## config.mk

```make
export PLATFORM = sky130hd
export DESIGN_NAME = rbus_resv_ctrl
export DESIGN_NICKNAME = d
export VERILOG_FILES = /design/src/rtl/rbus_pkg.sv /design/src/rtl/rbus_issue_check.sv /design/src/rtl/rbus_stage_array.sv /design/src/rtl/rbus_retire.sv /design/src/rtl/rbus_resv_ctrl.sv
export SDC_FILE = /design/constraint.sdc
export NUM_CORES = 1
export LEC_CHECK = 0
export BUFFER_PORTS_ARGS = -buffer_cell sky130_fd_sc_hd__buf_2
export CAP_MARGIN = 20
export CORE_MARGIN = 5
export CORE_UTILIZATION = 50
export DETAILED_ROUTE_END_ITERATION = 10
export MAX_ROUTING_LAYER = met4
export PLACE_DENSITY_LB_ADDON = 0.1
export SYNTH_ARGS = -nofsm -noshare
export SYNTH_HDL_FRONTEND = slang
export SYNTH_SLANG_ARGS = --single-unit
```

## constraint.sdc

```tcl
create_clock -name clk -period 4.6 [get_ports clk]
set_input_delay 0.92 -clock clk [delete_from_list [all_inputs] [get_ports clk]]
set_output_delay 0.92 -clock clk [all_outputs]
set_load 0.03 [all_outputs]
```

## src/rtl/rbus_pkg.sv

```systemverilog
package rbus_pkg;
  typedef enum logic [1:0] {
    K_NULL  = 2'd0,
    K_REG   = 2'd1,
    K_STORE = 2'd2
  } slot_kind_e;
endpackage

```

## src/rtl/rbus_issue_check.sv

```systemverilog
module rbus_issue_check
  import rbus_pkg::*;
#(
  parameter int N  = 8,
  parameter int LW = $clog2(N + 1)
) (
  input  logic          req,
  input  logic [LW-1:0] lat,
  input  logic [N-1:0]  busy_next,
  input  logic          halted,
  input  logic          exc_take,
  output logic          grant,
  output logic          stall
);
  logic [N-1:0] lat_hot;
  logic         lat_ok;
  logic         conflict;

  always_comb begin
    lat_hot = '0;
    for (int k = 0; k < N; k++) begin
      if (int'(lat) == k + 1) lat_hot[k] = 1'b1;
    end
  end

  assign lat_ok   = |lat_hot;
  assign conflict = |(busy_next & lat_hot);
  assign grant    = req && lat_ok && !conflict && !halted && !exc_take;
  assign stall    = req && !grant;
endmodule

```

## src/rtl/rbus_stage_array.sv

```systemverilog
module rbus_stage_array
  import rbus_pkg::*;
#(
  parameter int N  = 8,
  parameter int UW = 3,
  parameter int RW = 5,
  parameter int PW = 16,
  parameter int LW = $clog2(N + 1)
) (
  input  logic          clk,
  input  logic          rst_n,
  input  logic          wr_en,
  input  logic [LW-1:0] wr_lat,
  input  slot_kind_e    wr_kind,
  input  logic [UW-1:0] wr_unit,
  input  logic [RW-1:0] wr_dst,
  input  logic [PW-1:0] wr_pc,
  input  logic          fill_nulls,
  input  logic          flush,
  output logic [N-1:0]  busy_next,
  output logic          s1_vld,
  output slot_kind_e    s1_kind,
  output logic [UW-1:0] s1_unit,
  output logic [RW-1:0] s1_dst,
  output logic [PW-1:0] s1_pc
);
  logic [N-1:0]  v_q, v_d, sh_v;
  slot_kind_e    k_q [N];
  slot_kind_e    k_d [N];
  slot_kind_e    sh_k [N];
  logic [UW-1:0] u_q [N];
  logic [UW-1:0] u_d [N];
  logic [UW-1:0] sh_u [N];
  logic [RW-1:0] d_q [N];
  logic [RW-1:0] d_d [N];
  logic [RW-1:0] sh_d [N];
  logic [PW-1:0] p_q [N];
  logic [PW-1:0] p_d [N];
  logic [PW-1:0] sh_p [N];
  logic [N-1:0]  lat_hot, lat_below;

  // view of the array after one shift toward stage 1
  for (genvar g = 0; g < N; g++) begin : g_shift
    if (g == N - 1) begin : g_top
      assign sh_v[g] = 1'b0;
      assign sh_k[g] = K_NULL;
      assign sh_u[g] = '0;
      assign sh_d[g] = '0;
      assign sh_p[g] = '0;
    end else begin : g_mid
      assign sh_v[g] = v_q[g+1];
      assign sh_k[g] = k_q[g+1];
      assign sh_u[g] = u_q[g+1];
      assign sh_d[g] = d_q[g+1];
      assign sh_p[g] = p_q[g+1];
    end
  end

  always_comb begin
    lat_hot = '0;
    for (int k = 0; k < N; k++) begin
      if (int'(wr_lat) == k + 1) lat_hot[k] = 1'b1;
    end
  end
  assign lat_below = lat_hot - N'(1);
  assign busy_next = sh_v;

  always_comb begin
    for (int k = 0; k < N; k++) begin
      v_d[k] = sh_v[k];
      k_d[k] = sh_k[k];
      u_d[k] = sh_u[k];
      d_d[k] = sh_d[k];
      p_d[k] = sh_p[k];
      if (flush) begin
        v_d[k] = 1'b0;
        k_d[k] = K_NULL;
        u_d[k] = '0;
        d_d[k] = '0;
        p_d[k] = '0;
      end else if (wr_en && lat_hot[k]) begin
        v_d[k] = 1'b1;
        k_d[k] = wr_kind;
        u_d[k] = wr_unit;
        d_d[k] = wr_dst;
        p_d[k] = wr_pc;
      end else if (wr_en && fill_nulls && lat_below[k] && !sh_v[k]) begin
        v_d[k] = 1'b1;
        k_d[k] = K_NULL;
        u_d[k] = '0;
        d_d[k] = '0;
        p_d[k] = '0;
      end
    end
  end

  always_ff @(posedge clk or negedge rst_n) begin
    if (!rst_n) begin
      v_q <= '0;
      for (int k = 0; k < N; k++) begin
        k_q[k] <= K_NULL;
        u_q[k] <= '0;
        d_q[k] <= '0;
        p_q[k] <= '0;
      end
    end else begin
      v_q <= v_d;
      for (int k = 0; k < N; k++) begin
        k_q[k] <= k_d[k];
        u_q[k] <= u_d[k];
        d_q[k] <= d_d[k];
        p_q[k] <= p_d[k];
      end
    end
  end

  assign s1_vld  = v_q[0];
  assign s1_kind = k_q[0];
  assign s1_unit = u_q[0];
  assign s1_dst  = d_q[0];
  assign s1_pc   = p_q[0];

  // a granted booking is present at its stage on the next cycle
  a_r1_slot_written: assert property (@(posedge clk) disable iff (!rst_n)
    (wr_en && !flush) |=> |(v_q & $past(lat_hot)));

  // without issue or flush, stage 1 takes over stage 2
  a_r4_shift_down: assert property (@(posedge clk) disable iff (!rst_n)
    (!wr_en && !flush) |=> (v_q[0] == $past(v_q[1]) && p_q[0] == $past(p_q[1])));

  // a precise issue of latency above 1 leaves stage 1 booked
  a_r5_null_fill: assert property (@(posedge clk) disable iff (!rst_n)
    (wr_en && fill_nulls && !flush && !lat_hot[0]) |=> v_q[0]);
endmodule

```

## src/rtl/rbus_retire.sv

```systemverilog
module rbus_retire
  import rbus_pkg::*;
#(
  parameter int UW = 3,
  parameter int RW = 5,
  parameter int PW = 16
) (
  input  logic          clk,
  input  logic          rst_n,
  input  logic          s1_vld,
  input  slot_kind_e    s1_kind,
  input  logic [UW-1:0] s1_unit,
  input  logic [RW-1:0] s1_dst,
  input  logic [PW-1:0] s1_pc,
  input  logic          exc_flag,
  input  logic          exc_ack,
  output logic          bus_vld,
  output logic [UW-1:0] bus_unit,
  output logic [RW-1:0] bus_dst,
  output logic          bus_wen,
  output logic          st_release,
  output logic          exc_take,
  output logic          halted,
  output logic [PW-1:0] pc_saved
);
  logic          is_reg, is_store, real_slot;
  logic          halt_d;
  logic          pc_en;
  logic [PW-1:0] pc_d;

  assign is_reg    = s1_vld && (s1_kind == K_REG);
  assign is_store  = s1_vld && (s1_kind == K_STORE);
  assign real_slot = is_reg || is_store;
  assign exc_take  = exc_flag && real_slot && !halted;

  assign bus_vld    = is_reg;
  assign bus_unit   = is_reg ? s1_unit : '0;
  assign bus_dst    = is_reg ? s1_dst : '0;
  assign bus_wen    = is_reg && !exc_take && !halted;
  assign st_release = is_store && !exc_take && !halted;

  always_comb begin
    halt_d = halted;
    if (exc_take)     halt_d = 1'b1;
    else if (exc_ack) halt_d = 1'b0;
    pc_en = exc_take;
    pc_d  = s1_pc;
  end

  always_ff @(posedge clk or negedge rst_n) begin
    if (!rst_n) begin
      halted   <= 1'b0;
      pc_saved <= '0;
    end else begin
      halted <= halt_d;
      if (pc_en) pc_saved <= pc_d;
    end
  end

  // a taken exception leaves the hold set and the booking's PC saved
  a_r8_capture: assert property (@(posedge clk) disable iff (!rst_n)
    exc_take |=> (halted && pc_saved == $past(s1_pc)));

  // nothing commits while held
  a_r9_halt_quiet: assert property (@(posedge clk) disable iff (!rst_n)
    halted |-> (!bus_wen && !st_release));

  // saved PC is frozen during the hold
  a_r9_pc_hold: assert property (@(posedge clk) disable iff (!rst_n)
    (halted && !exc_ack) |=> $stable(pc_saved));
endmodule

```

## src/rtl/rbus_resv_ctrl.sv

```systemverilog
module rbus_resv_ctrl
  import rbus_pkg::*;
#(
  parameter int MAX_LAT = 8,
  parameter int UNIT_W  = 3,
  parameter int DST_W   = 5,
  parameter int PC_W    = 16,
  parameter int LAT_W   = $clog2(MAX_LAT + 1)
) (
  input  logic              clk,
  input  logic              rst_n,
  input  logic              precise_en,
  input  logic              iss_req,
  input  logic [LAT_W-1:0]  iss_lat,
  input  logic [UNIT_W-1:0] iss_unit,
  input  logic [DST_W-1:0]  iss_dst,
  input  logic [PC_W-1:0]   iss_pc,
  input  logic              iss_store,
  input  logic              exc_flag,
  input  logic              exc_ack,
  output logic              iss_grant,
  output logic              iss_stall,
  output logic              bus_vld,
  output logic [UNIT_W-1:0] bus_unit,
  output logic [DST_W-1:0]  bus_dst,
  output logic              bus_wen,
  output logic              st_release,
  output logic              exc_hold,
  output logic [PC_W-1:0]   pc_saved
);
  logic [MAX_LAT-1:0] busy_next;
  logic               exc_take;
  logic               s1_vld;
  slot_kind_e         s1_kind;
  slot_kind_e         wr_kind;
  logic [UNIT_W-1:0]  s1_unit;
  logic [DST_W-1:0]   s1_dst;
  logic [PC_W-1:0]    s1_pc;

  assign wr_kind = iss_store ? K_STORE : K_REG;

  rbus_issue_check #(.N(MAX_LAT), .LW(LAT_W)) u_check (
    .req       (iss_req),
    .lat       (iss_lat),
    .busy_next (busy_next),
    .halted    (exc_hold),
    .exc_take  (exc_take),
    .grant     (iss_grant),
    .stall     (iss_stall)
  );

  rbus_stage_array #(.N(MAX_LAT), .UW(UNIT_W), .RW(DST_W), .PW(PC_W), .LW(LAT_W)) u_stages (
    .clk        (clk),
    .rst_n      (rst_n),
    .wr_en      (iss_grant),
    .wr_lat     (iss_lat),
    .wr_kind    (wr_kind),
    .wr_unit    (iss_unit),
    .wr_dst     (iss_dst),
    .wr_pc      (iss_pc),
    .fill_nulls (precise_en),
    .flush      (exc_take),
    .busy_next  (busy_next),
    .s1_vld     (s1_vld),
    .s1_kind    (s1_kind),
    .s1_unit    (s1_unit),
    .s1_dst     (s1_dst),
    .s1_pc      (s1_pc)
  );

  rbus_retire #(.UW(UNIT_W), .RW(DST_W), .PW(PC_W)) u_retire (
    .clk        (clk),
    .rst_n      (rst_n),
    .s1_vld     (s1_vld),
    .s1_kind    (s1_kind),
    .s1_unit    (s1_unit),
    .s1_dst     (s1_dst),
    .s1_pc      (s1_pc),
    .exc_flag   (exc_flag),
    .exc_ack    (exc_ack),
    .bus_vld    (bus_vld),
    .bus_unit   (bus_unit),
    .bus_dst    (bus_dst),
    .bus_wen    (bus_wen),
    .st_release (st_release),
    .exc_take   (exc_take),
    .halted     (exc_hold),
    .pc_saved   (pc_saved)
  );

  // a taken exception empties the bus stage on the next cycle
  a_r8_flush_empty: assert property (@(posedge clk) disable iff (!rst_n)
    exc_take |=> !s1_vld);

  // held state never grants
  a_r9_no_grant_held: assert property (@(posedge clk) disable iff (!rst_n)
    exc_hold |-> !iss_grant);
endmodule

```

==> metrics.txt <==
f_max=245 MHz; Core Footprint=18500 um^2; Int Power=3400 uW; CTS tree=yes; Sequential Power Share=48.7%; post-synth top area share=62.5%; worst hold-check path type=reg2reg; aggregate routed wire length=23400 um; ANT cells=0; clock power share=41.4%; layout cells sized above 1=18.3%; initial antenna violation count=0; CTS Buf Count=25; Final TNS setup=0 ns; Power Dens Cells=427 nW/um^2; Synth cell types=49; # Post-CTS Setup Buffers=0; IO Count=65; max-cap violations=0; Worst Setup End Kind=output pin; Pre-Repair DR Iteration Count=4; worst skew pair latency=0.53 ns; DP Cell Count=954; Cell Count, Final, Fillers Out=997; register area share after synthesis=62.5%; Peak VDD IR=0.000303 V; Worst EP arrival=3.17 ns; Buffers on Ports=64; HPWL after DPL=12900 um; flops & latches, synth=233; Cell Area, Synth=9330 um^2; pins over their slew limit=0; first-pass GRT wire length=37700 um; switching power=1140 uW; Crit Path Class=in2out; H-tree depth=1; final clock period utilization by the worst path=88.9%; EDFF count, synth=0; Synth Area in XOR/XNOR=0.0939%; final hold vios=0; via count=6365; Critical Path RT=3.68 ns; drc violations=0; Post-CTS Resized=0; 1st-iter DRT viols=434; Gate power share=9.9%; nature of the critical path startpoint=primary input; post-synthesis compound-gate area fraction=22.3%; DRT antenna net count=0; status=complete, no violations; RSZ-0062 raised after global routing=no; Rows=50; mux cell area share after synthesis=0%; layout net count=784; Sw Share=25.1%; ys flop type=dfrtp_1; leak pwr=0.00498 uW; Slew Limit Headroom=32.0%; adder-cell share of the synthesized area=0.268%; DR vias/cell=6.38; Post-Syn Instances=704; area leader, netlist=dfrtp_1; largest net degree at the start of global routing=227; setup ws final=0.512 ns; vias in the first global route=6562; Post-Route Utilization=57.4%; Starting Density=50.4%; GRT Total Usage=22.4%; hold buffers post-CTS=0; Slew @ Worst Pin=1.02 ns; mean post-synth cell area=13.3 um^2; gp weighted congestion=0.881; root buffer cell=clkbuf_16; Crit Path Max Fanout=17; die area=21500 um^2; most area-consuming cells after synthesis=dfrtp_1 (63%), a32o_1 (20%), and2_1 (4.0%); Async SR Flop Fraction=100%; Clock transition at path regs=0.06 ns; CTS max path bufs=3; Post-Synth Simple-Gate Area=10.9%; min Tclk post-route=4.09 ns; Die Span Y=147 um; gr ovfl total=0; Area Growth Syn to Fin=14.0%; Synth warnings=0; Post-Syn Nets=741; DIE WIDTH=147 um; Post-Place Setup Slack=0.518 ns; Final Skew=0.0182 ns; main combinational cell family by area after synthesis=compound AO/OA/AOI/OAI gates; CTS sink count=233; drt wl/cell=23.5 um; Final setup violation count=0
[worst max-delay path, cell delays in order]
cell and delay [ns]:
buf_2 0.19, nor2_1 0.23, nand3_1 0.26, ha_1 0.29
or2_2 0.27, o211a_2 0.16, a21o_1 0.31, nor3_2 0.27
buf_2 0.26
[metal layers]
layer	GRT usage, %	part of all wire [%]
met5	-	0
met4	4.28	1.5
met1	30.8	45
met2	36.0	48
met3	3.45	5.6
[worst paths after layout]
check                           cells past startpoint  slack [ns]               endpoint                start
min in group asynchronous                           1        0.45       u_stages.d_q[34]                rst_n
worst max register to register                      7        1.91       u_stages.p_q[66]  u_stages.s1_kind[0]
max in group asynchronous                           2        3.11  u_retire.pc_saved[11]                rst_n
worst min-delay path                                2        0.44   u_retire.pc_saved[4]    u_stages.s1_pc[4]
worst min register to register                      2        0.44   u_retire.pc_saved[4]    u_stages.s1_pc[4]
worst max-delay path                                9        0.51              iss_grant           iss_lat[2]
[per-stage QoR]
stage,hold slack (ns),cell area (um^2),power (uW)
CTS,0.441,10600,4580
global placement,0.425,9870,2690
finish,0.440,10600,4540
detailed placement,0.427,9870,2690
global route,0.467,10600,4720
floorplan,0.414,9330,2510
[power groups by stage]
stage / Sequential (uW) / Combinational (uW) / Clock, uW
2_1_floorplan: 2260 / 243 / 0
4_1_cts: 2210 / 455 / 1920
6_report: 2210 / 450 / 1880
3_5_place_dp: 2240 / 452 / 0
3_3_place_gp: 2240 / 446 / 0
5_1_grt: 2220 / 493 / 2020
[cell families (layout without fill, tap and decap cells)]
family / Yosys count / in the layout
fa+ha+maj: 2 / 2
xor+xnor: 1 / 1
flops: 233 / 233
simple gates: 173 / 173
compound gates: 219 / 219
buf+inv: 76 / 135
[layout by cell type, fill, tap and decap left out, drive strengths merged, types with 2 or more instances in the layout]
master | synthesis | routed
clkinv | 0 | 3
or2 | 3 | 3
o21ai | 13 | 13
a21boi | 2 | 2
nor3 | 8 | 8
nand3 | 13 | 13
nand3b | 4 | 4
buf | 26 | 86
and3b | 2 | 2
ha | 2 | 2
a32o | 182 | 182
a31oi | 4 | 4
inv | 6 | 7
and2 | 59 | 59
nor2b | 2 | 2
nand2b | 2 | 2
a21oi | 4 | 4
dfrtp | 233 | 233
nand4 | 2 | 2
nand2 | 57 | 57
a211oi | 3 | 3
nor2 | 13 | 13
clkbuf | 44 | 38
nor4 | 3 | 3
[cell usage after synthesis (2+ instances only)]
cell type	count
a211oi_1	2
a21boi_0	2
a21oi_1	4
a31oi_1	4
a32o_1	182
and2_1	59
and3b_1	2
buf_2	16
buf_6	9
clkbuf_1	44
dfrtp_1	233
ha_1	2
inv_1	6
nand2_1	57
nand2b_1	2
nand3_1	7
nand3_2	2
nand3_4	4
nand3b_1	4
nor2_1	13
nor2b_1	2
nor3_1	4
nor3_2	4
o21ai_0	13
or2_2	3
[area by class of cell]
| class | instances | area (um^2) |
|---|---|---|
| Clock buffer | 38 | 694 |
| Clock inverter | 5 | 68.8 |
| Fill cell | 1535 | 7890 |
| Inverter | 6 | 22.5 |
| Multi-Input combinational cell | 395 | 3160 |
| Sequential cell | 233 | 5830 |
| Tap cell | 234 | 293 |
| Timing Repair Buffer | 86 | 558 |
[registers in the layout, summed over array words and instances, names as in the netlist, 3 cells and up]
signal / count
u_stages.p_q: 112
u_stages.d_q: 35
u_retire.pc_saved: 16
u_stages.s1_pc: 16
u_stages.k_q: 14
u_stages.s1_dst: 5
u_stages.v_q: 8
u_stages.s1_unit: 3
u_stages.sh_u: 21
Power figures use the tool's default switching activity.
